===== src/rtl/phase_bin_demod.sv =====
module phase_bin_demod #(
  parameter int CNT_W = 8,
  parameter int SYNC_STAGES = 2
) (
  input  logic               clk,
  input  logic               rst_n,
  input  logic               photon_n,
  input  logic               bin_sel,
  input  logic               clear,
  input  logic               read_en,
  output logic [2*CNT_W-1:0] bins_out
);

  localparam logic [CNT_W-1:0] FULL = {CNT_W{1'b1}};

  logic [SYNC_STAGES-1:0] sync_q;
  logic                   prev_q;
  logic [CNT_W-1:0]       cnt0, cnt1;
  logic                   evt, frozen, bump0, bump1;

  always_ff @(posedge clk or negedge rst_n)
    if (!rst_n) begin
      sync_q <= '1;
      prev_q <= 1'b1;
    end else begin
      sync_q <= {sync_q[SYNC_STAGES-2:0], photon_n};
      prev_q <= sync_q[SYNC_STAGES-1];
    end

  assign evt    = prev_q & ~sync_q[SYNC_STAGES-1];
  assign frozen = (cnt0 == FULL) | (cnt1 == FULL);
  assign bump0  = evt & ~frozen & ~clear & ~bin_sel;
  assign bump1  = evt & ~frozen & ~clear &  bin_sel;

  always_ff @(posedge clk or negedge rst_n)
    if (!rst_n) begin
      cnt0 <= '0;
      cnt1 <= '0;
    end else if (clear) begin
      cnt0 <= '0;
      cnt1 <= '0;
    end else begin
      if (bump0) cnt0 <= cnt0 + 1'b1;
      if (bump1) cnt1 <= cnt1 + 1'b1;
    end

  assign bins_out = read_en ? {cnt1, cnt0} : '0;

endmodule


===== config.mk =====
export PLATFORM = sky130hd
export DESIGN_NAME = phase_bin_demod
export DESIGN_NICKNAME = d
export VERILOG_FILES = /design/src/rtl/phase_bin_demod.sv
export SDC_FILE = /design/constraint.sdc
export NUM_CORES = 1
export LEC_CHECK = 0
export BUFFER_PORTS_ARGS = -buffer_cell sky130_fd_sc_hd__buf_2
export CAP_MARGIN = 10
export CORE_MARGIN = 8
export CORE_UTILIZATION = 58
export DETAILED_ROUTE_END_ITERATION = 8
export GPL_TIMING_DRIVEN = 0
export PLACE_DENSITY = 0.92
export SLEW_MARGIN = 20
export SYNTH_ARGS = -nofsm -noshare
export SYNTH_HDL_FRONTEND = slang
export SYNTH_SLANG_ARGS = --single-unit
export TNS_END_PERCENT = 100

===== constraint.sdc =====
create_clock -name clk -period 2.5 [get_ports clk]
set_input_delay 0.25 -clock clk [delete_from_list [all_inputs] [get_ports clk]]
set_output_delay 0.25 -clock clk [all_outputs]
set_load 0.03 [all_outputs]

==> out/results.txt <==
status: finished clean
via count: 1,072
Max Used Layer: met4
Setup Total Neg Slack: 0 ns
Port Buf Inserts: 21
post-layout util: 69.01%
die width: 60.55 microns
max cap viols: 0
synth top area cells: dfrtp_1, and2_1, dfstp_2, nand3_1, a221o_1
post-synthesis cell type count: 37
via count of the first global-routing pass: 1,002
Worst setup EP type: flip-flop
switching share of power: 24.71%
CP Data Arrival Time: 2.04 ns
Sequential Power Share: 61.3%
initial antenna violation count: 0
CP required: 2.68 ns
Crit path buffers/inverters: 0
clock buffer depth: 2
DRT Wirelength: 2766 microns
n_diodes: 0
Final period util: 74.34%
Chip Height: 60.55 microns
maximum vdd ir drop: 0.2905 mV
Syn Inst Count: 120
Net Count, Synth: 128
met2 WL post-DR: 1395 microns
RSZ-0062 raised after global routing: false
post-cts sizing count: 0
drt wl/cell: 15.99 microns
worst skew pair latency: 0.30 ns
TritonRoute pass-1 iters: 4
Final Slew Violations: 0
Initial Utilization: 59.90%
Hold Crit Class: in -> reg
Final setup viols: 0
crit path max fanout: 6
Sw Pwr: 128.1 uW
post-layout min period: 1.859 ns
Syn. warnings: 0
clk slew on worst S/H paths: 0.11 ns
Synth top cells by count: and2_1, dfrtp_1, nand2_1, nand3_1, nor3_1
fraction of layout cells with a size suffix above 1: 26.71%
wl on met1: 1111 microns
CORE AREA: 1922 sq um
P per Cell Area: 391.0 nW/um^2
worst slew pin tran: 0.4380 ns
cell chain of the critical path: ha_1 > and3_1 > a21boi_1 > a21oi_2 > a221o_1
Top Ports: 22
Reg area: 479.2 sq um
CTS Root Cell: clkbuf_4
Non-Filler Instances: 173
first-pass GRT wire length: 4692 microns
nets: 155
Synth area leader: dfrtp_1
die area: 3666 sq um
GRT overflow: 0
Clock Sinks: 19
Iter 0 DRT Violations: 32
cell row count: 16
Post-synth EDFFs: 0
Cell Area, Synth: 1151 sq um
Layout Area Growth over Synthesis: 15.22%
critical path launch point type: flip-flop
footprint of the multi-input gates: 629.4 sq um
Fin Clk Skew: 0.006117 ns
largest net degree at the start of global routing: 20
post-route antenna net violation count: 0
post-synthesis sequential area ratio: 41.63%
Avg Cell Area, Syn: 9.593 sq um
CP max stage delay: 0.42 ns
GPL Wtd Cong: 0.8395
Comb power frac: 9.1%
Synth top area share: 34.78%
slowest CP cell: dfrtp_1
Placed Instances: 168
Leak: 0.6404 nW
met3 wire len: 204 microns
H-tree depth: 1
total track usage: 16.85%
FILL cells: 162
DP HPWL: 2020 microns
Clock Power Share: 29.6%
CTS tree: done
Setup Fix Bufs, Post-CTS: 0
vias per cell: 6.197
Num CTS Buffers: 3
family with the most delay on the worst path: compound AO/OA/AOI/OAI gates
Main synth FF type: dfrtp_1
P_int: 390.4 uW
synthesis-stage register bit count: 19
Slew HR: 70.69%
critical path class: reg -> reg
Fin. Hold Viols: 0
Synth async-reset ratio: 100.0%
Fmax achieved: 538.1 MHz
Remaining DRCs: 0
## kinds of logic (layout without fill, tap and decap cells)
logic type / count (synthesis) / in the layout / synth area share (%)
AO/OA/AOI/OAI: 26 / 26 / 18.81
XOR/XNOR: 1 / 1 / 0.7610
adder cells (fa/ha/maj): 2 / 2 / 2.174
buffers and inverters: 7 / 33 / 3.695
flip-flops: 19 / 19 / 41.63
multiplexers: 5 / 5 / 4.565
AND/OR/NAND/NOR: 60 / 60 / 28.37
## cell type report
cell class	instances	area share [%]
flip-flops and latches	19	36.13
well taps	27	2.547
inverters	2	0.5660
multi-input cells	94	47.45
repair buffers	22	8.679
plain buffers	5	2.642
clock buffers	4	1.981
## power groups by stage
| stage | registers [mW] | clock network [mW] | logic (mW) |
|---|---|---|---|
| floorplan | 0.323 | 0 | 0.0258 |
| CTS | 0.318 | 0.157 | 0.0469 |
| global route | 0.319 | 0.168 | 0.0520 |
| global placement | 0.323 | 0 | 0.0445 |
| detailed placement | 0.324 | 0 | 0.0454 |
| finish | 0.318 | 0.154 | 0.0470 |
## worst reg2reg max path: cells and delay by family (launching register included)
kind / cells / cell delay [ns]
adders and majority gates: 1 / 0.28
AOI/OAI and AO/OA: 3 / 0.80
DFF: 1 / 0.42
and+or+nand+nor: 1 / 0.24
## path summary, 6_finish.rpt
path | startpoint | endpoint | slack [ns] | cells after the start
worst min register to register | sync_q[1] | prev_q | 0.37 | 0
worst max-delay path | cnt0[0] | cnt1[7] | 0.64 | 5
min in group asynchronous | rst_n | cnt0[1] | 0.41 | 2
worst max register to register | cnt0[0] | cnt1[7] | 0.64 | 5
worst min-delay path | photon_n | sync_q[0] | 0.04 | 1
max in group asynchronous | rst_n | sync_q[1] | 1.75 | 2
## sequential cells by signal, summed over array words and instances, names as in the netlist
| register | flops |
|---|---|
| cnt0 | 8 |
| cnt1 | 8 |
| prev_q | 1 |
| sync_q | 2 |
## layer usage
layer	vias up	track usage [%]
met4	0	8.306
li1	502	-
met1	505	20.05
met5	-	0
met3	6	2.331
met2	59	28.96
## layout by cell type (no fill, tap or decap), types with 2 or more instances in the layout
cell type | Yosys | layout
dfrtp_1 | 16 | 16
and2_1 | 16 | 16
buf_2 | 1 | 22
inv_1 | 2 | 2
mux2_2 | 2 | 2
o41ai_1 | 2 | 2
o311ai_1 | 2 | 2
clkbuf_1 | 1 | 2
a21oi_2 | 2 | 2
a221o_1 | 5 | 5
nor4_1 | 2 | 2
nand2_1 | 11 | 11
clkbuf_4 | 0 | 3
a21o_1 | 2 | 2
nor2_1 | 5 | 5
buf_4 | 2 | 2
o21ai_0 | 6 | 6
nor3_1 | 8 | 8
nand3_1 | 11 | 11
dfstp_2 | 3 | 3
ha_1 | 2 | 2
mux2i_1 | 3 | 3
## repair_timing
item	4_1_cts	5_1_grt
hold buffers	1	0
endpoints found under the hold margin	16	0
setup endpoints to repair	0	0
## per-stage QoR
| stage | power [mW] | worst slack (ns) | hold slack (ns) | instance area [sq um] |
|---|---|---|---|---|
| 2_1_floorplan | 0.3486 | 0.8525 | -0.04559 | 1151 |
| 3_3_place_gp | 0.3676 | 0.7153 | 0.2027 | 1290 |
| 3_5_place_dp | 0.3692 | 0.7021 | 0.2059 | 1290 |
| 4_1_cts | 0.5217 | 0.6521 | 0.03433 | 1326 |
| 5_1_grt | 0.5385 | 0.5546 | 0.02812 | 1326 |
| 6_report | 0.5186 | 0.6415 | 0.03678 | 1326 |
Power figures use the tool's default switching activity.
